--- src/rtl/smic_host_seq.sv ---
module smic_host_seq #(
  parameter int MAX_REQ = 80,
  parameter int MAX_RSP = 80,
  parameter int MAX_RETRY = 3,
  parameter int TMO_CYC = 100000,
  parameter logic [7:0] UNSPEC_CC = 8'hFF,
  parameter logic [7:0] TRUNC_CC = 8'hC6,
  parameter int QW = $clog2(MAX_REQ),
  parameter int LW = $clog2(MAX_REQ + 1),
  parameter int PW = $clog2(MAX_RSP + 1)
) (
  input  logic          clk,
  input  logic          rst_n,
  input  logic          ld_we,
  input  logic [QW-1:0] ld_idx,
  input  logic [7:0]    ld_byte,
  input  logic          start,
  input  logic [LW-1:0] start_len,
  output logic          start_rej,
  output logic          busy,
  output logic          done,
  output logic          hosed,
  output logic          mb_rd,
  output logic          mb_wr,
  output logic [1:0]    mb_off,
  output logic [7:0]    mb_wdata,
  input  logic [7:0]    mb_rdata,
  input  logic [PW-1:0] rsp_idx,
  output logic [7:0]    rsp_byte,
  output logic [PW-1:0] rsp_len,
  output logic          rsp_trunc
);
  localparam int RQ = $clog2(MAX_RSP);
  localparam int RW = $clog2(MAX_RETRY + 2);
  localparam int TW = $clog2(TMO_CYC + 1);
  localparam logic [TW-1:0] TMO_LD = TW'(TMO_CYC);

  localparam logic [7:0] C_GET = 8'h40, C_WST = 8'h41, C_WNX = 8'h42, C_WEND = 8'h43;
  localparam logic [7:0] C_RST = 8'h44, C_RNX = 8'h45, C_REND = 8'h46;
  localparam logic [7:0] S_BIT = 8'h80;

  typedef enum logic [3:0] {
    S_IDLE, S_HOSED, S_GETST, S_OPOK, S_WRST, S_WRNX, S_WREND,
    S_TURN, S_RDST, S_RDNX, S_RDEND
  } st_t;

  typedef enum logic [2:0] {P_FLG, P_STS, P_DAT, P_CTL, P_WD, P_WF} ph_t;

  st_t st, nst, d_nst;
  ph_t ph;
  logic [7:0] ctl, d_ctl;
  logic wd, d_wd, d_wait, d_rdat, d_fault;
  logic f_rx, f_tx;
  logic [LW-1:0] len, wpos;
  logic [PW-1:0] rpos;
  logic trunc;
  logic [RW-1:0] retry;
  logic [TW-1:0] tmo;
  logic done_q, rej_q;
  logic [7:0] wbuf [MAX_REQ];
  logic [7:0] rbuf [MAX_RSP];

  logic active, acc, flt, tmo_hit, err_hit, end_st, last_one;
  logic [7:0] sts;

  assign active = (st != S_IDLE) && (st != S_HOSED);
  assign acc = start && !active && (start_len >= LW'(2)) && (int'(start_len) <= MAX_REQ);
  assign sts = mb_rdata;
  assign end_st = (st == S_WREND) || (st == S_RDEND);
  assign last_one = (len - wpos) == LW'(1);
  assign tmo_hit = (ph == P_FLG) && (tmo == '0);
  assign err_hit = (ph == P_DAT) && end_st && (mb_rdata != 8'h00);
  assign flt = active && (tmo_hit || ((ph == P_STS) && d_fault) || err_hit);

  always_comb begin
    d_fault = 1'b0;
    d_wait = 1'b0;
    d_rdat = 1'b0;
    d_wd = 1'b0;
    d_ctl = C_GET;
    d_nst = st;
    case (st)
      S_GETST: d_nst = S_OPOK;
      S_OPOK:
        if (sts != (C_GET | S_BIT)) d_fault = 1'b1;
        else begin d_ctl = C_WST; d_wd = 1'b1; d_nst = S_WRST; end
      S_WRST, S_WRNX:
        if (sts != (((st == S_WRST) ? C_WST : C_WNX) | S_BIT)) d_fault = 1'b1;
        else if (!f_tx) d_wait = 1'b1;
        else begin
          d_wd = 1'b1;
          d_ctl = last_one ? C_WEND : C_WNX;
          d_nst = last_one ? S_WREND : S_WRNX;
        end
      S_WREND:
        if (sts != (C_WEND | S_BIT)) d_fault = 1'b1;
        else d_rdat = 1'b1;
      S_TURN:
        if (!f_rx) d_wait = 1'b1;
        else begin d_ctl = C_RST; d_nst = S_RDST; end
      S_RDST:
        if (sts != (C_RST | S_BIT)) d_fault = 1'b1;
        else if (!f_rx) d_wait = 1'b1;
        else begin d_rdat = 1'b1; d_ctl = C_RNX; d_nst = S_RDNX; end
      S_RDNX:
        if (sts == (C_REND | S_BIT)) begin d_rdat = 1'b1; d_ctl = C_REND; d_nst = S_RDEND; end
        else if (sts != (C_RNX | S_BIT)) d_fault = 1'b1;
        else if (!f_rx) d_wait = 1'b1;
        else begin d_rdat = 1'b1; d_ctl = C_RNX; d_nst = S_RDNX; end
      S_RDEND:
        if (sts != (C_GET | S_BIT)) d_fault = 1'b1;
        else d_rdat = 1'b1;
      default: ;
    endcase
  end

  always_ff @(posedge clk or negedge rst_n) begin
    if (!rst_n) begin
      st <= S_IDLE;
      nst <= S_IDLE;
      ph <= P_FLG;
      ctl <= 8'h00;
      wd <= 1'b0;
      f_rx <= 1'b0;
      f_tx <= 1'b0;
      len <= '0;
      wpos <= '0;
      rpos <= '0;
      trunc <= 1'b0;
      retry <= '0;
      tmo <= '0;
      done_q <= 1'b0;
      rej_q <= 1'b0;
    end else begin
      done_q <= 1'b0;
      rej_q <= start && !acc;
      if (active && (tmo != '0)) tmo <= tmo - 1'b1;
      if (acc) begin
        st <= S_GETST;
        ph <= P_FLG;
        len <= start_len;
        wpos <= '0;
        rpos <= '0;
        trunc <= 1'b0;
        retry <= '0;
        tmo <= TMO_LD;
      end else if (flt) begin
        retry <= retry + 1'b1;
        if (int'(retry) >= MAX_RETRY) st <= S_HOSED;
        else begin
          st <= S_GETST;
          ph <= P_FLG;
          wpos <= '0;
          rpos <= '0;
          trunc <= 1'b0;
          tmo <= TMO_LD;
        end
      end else if (active) begin
        case (ph)
          P_FLG: begin
            f_rx <= mb_rdata[7];
            f_tx <= mb_rdata[6];
            if (!mb_rdata[0]) ph <= P_STS;
          end
          P_STS:
            if (d_wait) ph <= P_FLG;
            else begin
              ctl <= d_ctl;
              wd <= d_wd;
              nst <= d_nst;
              ph <= d_rdat ? P_DAT : P_CTL;
            end
          P_DAT:
            if (st == S_WREND) begin
              st <= S_TURN;
              ph <= P_FLG;
              tmo <= TMO_LD;
            end else if (st == S_RDEND) begin
              st <= S_IDLE;
              ph <= P_FLG;
              done_q <= 1'b1;
            end else begin
              if (int'(rpos) < MAX_RSP) rpos <= rpos + 1'b1;
              else trunc <= 1'b1;
              ph <= P_CTL;
            end
          P_CTL: ph <= wd ? P_WD : P_WF;
          P_WD: begin
            wpos <= wpos + 1'b1;
            ph <= P_WF;
          end
          P_WF: begin
            st <= nst;
            ph <= P_FLG;
            tmo <= TMO_LD;
          end
          default: ph <= P_FLG;
        endcase
      end
    end
  end

  always_ff @(posedge clk) begin
    if (ld_we && !active && (int'(ld_idx) < MAX_REQ)) wbuf[ld_idx] <= ld_byte;
  end

  always_ff @(posedge clk) begin
    if (active && !flt && (ph == P_DAT) && !end_st && (int'(rpos) < MAX_RSP))
      rbuf[rpos[RQ-1:0]] <= mb_rdata;
  end

  assign mb_rd = active && ((ph == P_FLG) || (ph == P_STS) || (ph == P_DAT));
  assign mb_wr = active && ((ph == P_CTL) || (ph == P_WD) || (ph == P_WF));
  assign mb_off = ((ph == P_FLG) || (ph == P_WF)) ? 2'd2 :
                  ((ph == P_STS) || (ph == P_CTL)) ? 2'd1 : 2'd0;
  assign mb_wdata = (ph == P_CTL) ? ctl :
                    (ph == P_WD)  ? wbuf[wpos[QW-1:0]] :
                    (ph == P_WF)  ? {f_rx, f_tx, 6'b000001} : 8'h00;

  assign rsp_byte = (rsp_idx == PW'(2) && trunc) ? TRUNC_CC :
                    (rsp_idx == PW'(2) && rpos < PW'(3)) ? UNSPEC_CC :
                    (int'(rsp_idx) < MAX_RSP) ? rbuf[rsp_idx[RQ-1:0]] : 8'h00;

  assign start_rej = rej_q;
  assign busy = active;
  assign done = done_q;
  assign hosed = (st == S_HOSED);
  assign rsp_len = rpos;
  assign rsp_trunc = trunc;
endmodule

--- config.mk ---
export PLATFORM = sky130hd
export DESIGN_NAME = smic_host_seq
export DESIGN_NICKNAME = d
export VERILOG_FILES = /design/src/rtl/smic_host_seq.sv
export SDC_FILE = /design/constraint.sdc
export NUM_CORES = 1
export LEC_CHECK = 0
export BUFFER_PORTS_ARGS = -buffer_cell sky130_fd_sc_hd__buf_2
export CORE_ASPECT_RATIO = 0.6
export CORE_MARGIN = 4
export CORE_UTILIZATION = 55
export DETAILED_ROUTE_END_ITERATION = 8
export GPL_ROUTABILITY_DRIVEN = 0
export PLACE_DENSITY = 0.74
export SLEW_MARGIN = 25
export SYNTH_ARGS = -nofsm -noshare
export SYNTH_HDL_FRONTEND = slang
export SYNTH_SLANG_ARGS = --single-unit
--- constraint.sdc ---
create_clock -name clk -period 2.9 [get_ports clk]
set_input_delay 0.145 -clock clk [delete_from_list [all_inputs] [get_ports clk]]
set_output_delay 0.145 -clock clk [all_outputs]
set_load 0.02 [all_outputs]
==> flow_metrics.env <==
export IMPL_drc_errors=0
export IMPL_worstMarginPinSlew_ns=1.00
export IMPL_dpl_worst_slack_ns=-0.214
export IMPL_synth_area_leaders="edfxtp_1 72%, mux4_2 16%, dfrtp_1 2.9%"
export IMPL_wl_per_cell_um=30.3
export IMPL_max_stage_delay_ns=0.53
export IMPL_grt_max_degree=82
export IMPL_clk_pin_slew_ns=0.07
export IMPL_synth_simple_area_share_pct=4.42
export IMPL_synthAdderAreaFrac_pct=0.294
export IMPL_clockPowerShare_pct=33.2
export IMPL_yosysMostFrequentCell="edfxtp_1"
export IMPL_synth_top_cells_by_count="1280 x edfxtp_1, 390 x mux4_2, 237 x nor2_1"
export IMPL_cts_htree_levels=3
export IMPL_cp_cell_sequence="buf_12, buf_8, buf_12, buf_4, mux4_2, mux4_2, a22oi_2, a21oi_4, a21o_1, buf_6"
export IMPL_synth_area_mux_share_pct=16.9
export IMPL_synth_xor_area_share_pct=0.359
export IMPL_nNetsFinal=3115
export IMPL_seq_power_share_pct=46.3
export IMPL_synth_compound_area_share_pct=2.28
export IMPL_clockBufferDepth=3
export IMPL_antenna_found_initial=1
export IMPL_syn_area_sq_um=53700
export IMPL_min_delay_path_class="input port to flop"
export IMPL_grt_ovfl_total=0
export IMPL_period_share_pct=126
export IMPL_cts_tree="yes"
export IMPL_hpwlAfterDp_mm=87.4
export IMPL_yosysTopAreaCell="edfxtp_1"
export IMPL_ys_warn_count=0
export IMPL_wirelength_mm=135
export IMPL_leakage_nw=20.4
export IMPL_synth_cells=2636
export IMPL_synth_area_per_cell_sq_um=20.4
export IMPL_io_pins=73
export IMPL_clock_skew_ns=0.0351
export IMPL_clk_latency_ns=0.73
export IMPL_slew_headroom_pct=33.2
export IMPL_grt_pass1_wl_mm=198
export IMPL_cts_root_buffer="clkbuf_16"
export IMPL_initial_core_util_pct=55.7
export IMPL_maxSlewViolCount=0
export IMPL_drtAntennaViolNets=0
export IMPL_drt_iter0_drc=4763
export IMPL_hold_viol=0
export IMPL_slowest_stage="dfrtp_4"
export IMPL_violations="negative setup slack"
export IMPL_cp_required_ns=2.76
export IMPL_p_sw_mw=12.5
export IMPL_synth_top_family_by_area="multiplexers"
export IMPL_synthDistinctLibCells=84
export IMPL_setup_ws_ns=-0.753
export IMPL_cts_buffers=116
export IMPL_fmax_mhz=274
export IMPL_synth_top_area_share_pct=71.6
export IMPL_fin_util_pct=65.2
export IMPL_cts_sinks=1342
export IMPL_p_total_mw=47.1
export IMPL_die_h_um=250
export IMPL_drt_pass1_iter_count=6
export IMPL_core_area_sq_um=96500
export IMPL_ir_drop_mv=0.608
export IMPL_area_delta_synth_final_pct=17.1
export IMPL_crit_path_max_fanout=7
export IMPL_rsz0062_at_grt="yes"
export IMPL_placed_cells=4207
export IMPL_port_buffers=72
export IMPL_synth_seq_cells=1342
export IMPL_fill_cells=6226
export IMPL_syn_num_nets=2689
export IMPL_synthFlopType="edfxtp_1"
export IMPL_cp_end_kind="output port"
export IMPL_swShare_pct=26.5
export IMPL_rows=88
export IMPL_outcome="complete, but fails checks"
export IMPL_pwr_share_comb_pct=20.5
export IMPL_critical_path_arrival_ns=3.51
export IMPL_p_int_mw=34.6
export IMPL_max_cap_viol_count=0
export IMPL_crit_path_start_kind="flop"
export IMPL_synth_edf_count=1280
export IMPL_die_w_um=411
export IMPL_setup_viol=17
export IMPL_grt_use_total_pct=26.5
export IMPL_post_route_min_period_ns=3.65
export IMPL_drive_gt1_share_pct=34.6
export IMPL_dieArea_sq_um=103000
export IMPL_viasPerCell=6.58
export IMPL_num_antenna_cells=0
export IMPL_ys_seq_area_share_pct=74.5
export IMPL_final_cells=4469
export IMPL_synthArstFlopShare_pct=4.62
export IMPL_grt_pass1_vias=28950
export IMPL_crit_type="flop to output port"
export IMPL_p_per_area_nw_per_um2=750
export IMPL_vias=29400
## critical path, delay by kind of cell, from the launching register on
| kind | cells | cell delay [ns] |
|---|---|---|
| compound gates | 3 | 0.62 |
| buf+inv | 5 | 0.67 |
| flops | 1 | 0.53 |
| mux | 2 | 0.94 |
## metrics by stage
stage	cell area (sq um)	hold WS [ns]	TNS (ns)
6_report	62800	0.0302	-7.06
5_1_grt	62800	0.0415	-8.49
4_1_cts	62500	0.000960	-7.54
3_5_place_dp	58000	0.263	-0.656
3_3_place_gp	58000	0.255	-0.675
2_1_floorplan	53700	-0.151	-0.00417
## path summary, 6_finish.rpt
path,from,end,slack (ns),cells past startpoint
max,wpos[0]$_DFFE_PN0P_,mb_wdata[3],-0.75,10
min,ld_byte[4],wbuf[65][4]$_DFFE_PP_,0.03,1
max reg2reg,wpos[0]$_DFFE_PN0P_,ctl[0]$_DFFE_PN0P_,-0.10,11
min reg2reg,ctl[6]$_DFFE_PN0P_,ctl[6]$_DFFE_PN0P_,0.47,1
max in group asynchronous,rst_n,rsp_len[1]$_DFFE_PN0P_,2.17,3
min in group asynchronous,rst_n,wpos[2]$_DFFE_PN0P_,0.05,2
## cells by family after synthesis
logic type      after synthesis
fa+ha+maj                    12
compound gates              168
xor+xnor                     22
buf+inv                     155
mux                         418
flops                      1342
simple gates                519
## sequential cells by signal (all words and copies together), names as in the netlist
signal     cells
rbuf         640
f_rx           1
tmo           17
len            7
ph             3
st             4
rsp_trunc      1
wd             1
wpos           7
ctl            4
wbuf         640
rsp_len        7
start_rej      1
retry          3
done           1
f_tx           1
nst            4
## metal layers
| layer | part of all wire, % | wire length, um | track usage [%] | up-vias |
|---|---|---|---|---|
| li1 | - | - | - | 11769 |
| met1 | 40 | 54200 | 41.7 | 15339 |
| met2 | 43 | 58200 | 36.3 | 2047 |
| met3 | 15 | 19800 | 9.20 | 243 |
| met4 | 2.3 | 3060 | 5.75 | 2 |
| met5 | 0.0052 | 7 | 0 | - |
## power groups by stage
stage	logic (mW)	clock network [mW]	registers, mW
after floorplan	5.43	0	22.0
after global placement	8.37	0	22.2
after detailed placement	8.53	0	22.2
after CTS	9.16	15.8	21.8
after global routing	10.2	16.7	21.8
final	9.68	15.6	21.8
## cell type report
class	count	area, sq um	share of cell area, %
clock inverters	81	805	1.28
inverters	25	95.1	0.151
flip-flops and latches	1342	40000	63.6
well taps	1305	1630	2.60
clock buffers	139	3010	4.79
repair buffers	438	3880	6.18
multi-input cells	1139	13400	21.4
## cells in the final DEF (no fill, tap or decap), types with 11 or more instances in the layout
| master | count |
|---|---|
| edfxtp_1 | 1280 |
| mux4_2 | 390 |
| buf_4 | 300 |
| nor2_1 | 218 |
| clkbuf_16 | 119 |
| nand2_1 | 118 |
| buf_2 | 57 |
| dfrtp_1 | 56 |
| buf_12 | 37 |
| clkinv_1 | 29 |
| nand3_1 | 28 |
| nor2b_1 | 23 |
| o21ai_0 | 22 |
| clkbuf_1 | 22 |
| inv_1 | 20 |
| dlygate4sd3_1 | 20 |
| clkinv_2 | 19 |
| nor2_2 | 19 |
| xnor2_1 | 17 |
| nor3_1 | 17 |
| nor4_1 | 14 |
| a31oi_1 | 13 |
| buf_6 | 13 |
| mux2i_1 | 12 |
| a22oi_2 | 12 |
| bufinv_16 | 12 |
| a21oi_1 | 11 |
## repair_timing
action,in CTS,in global routing
gates resized for setup,82,61
hold buffers,20,0
pin swaps,20,27
cloned,5,2
hold endpoints to repair,168,0
buffers inserted,3,13
endpoints found under the setup margin,57,194
Note: power is estimated with default switching activity, not from simulation.
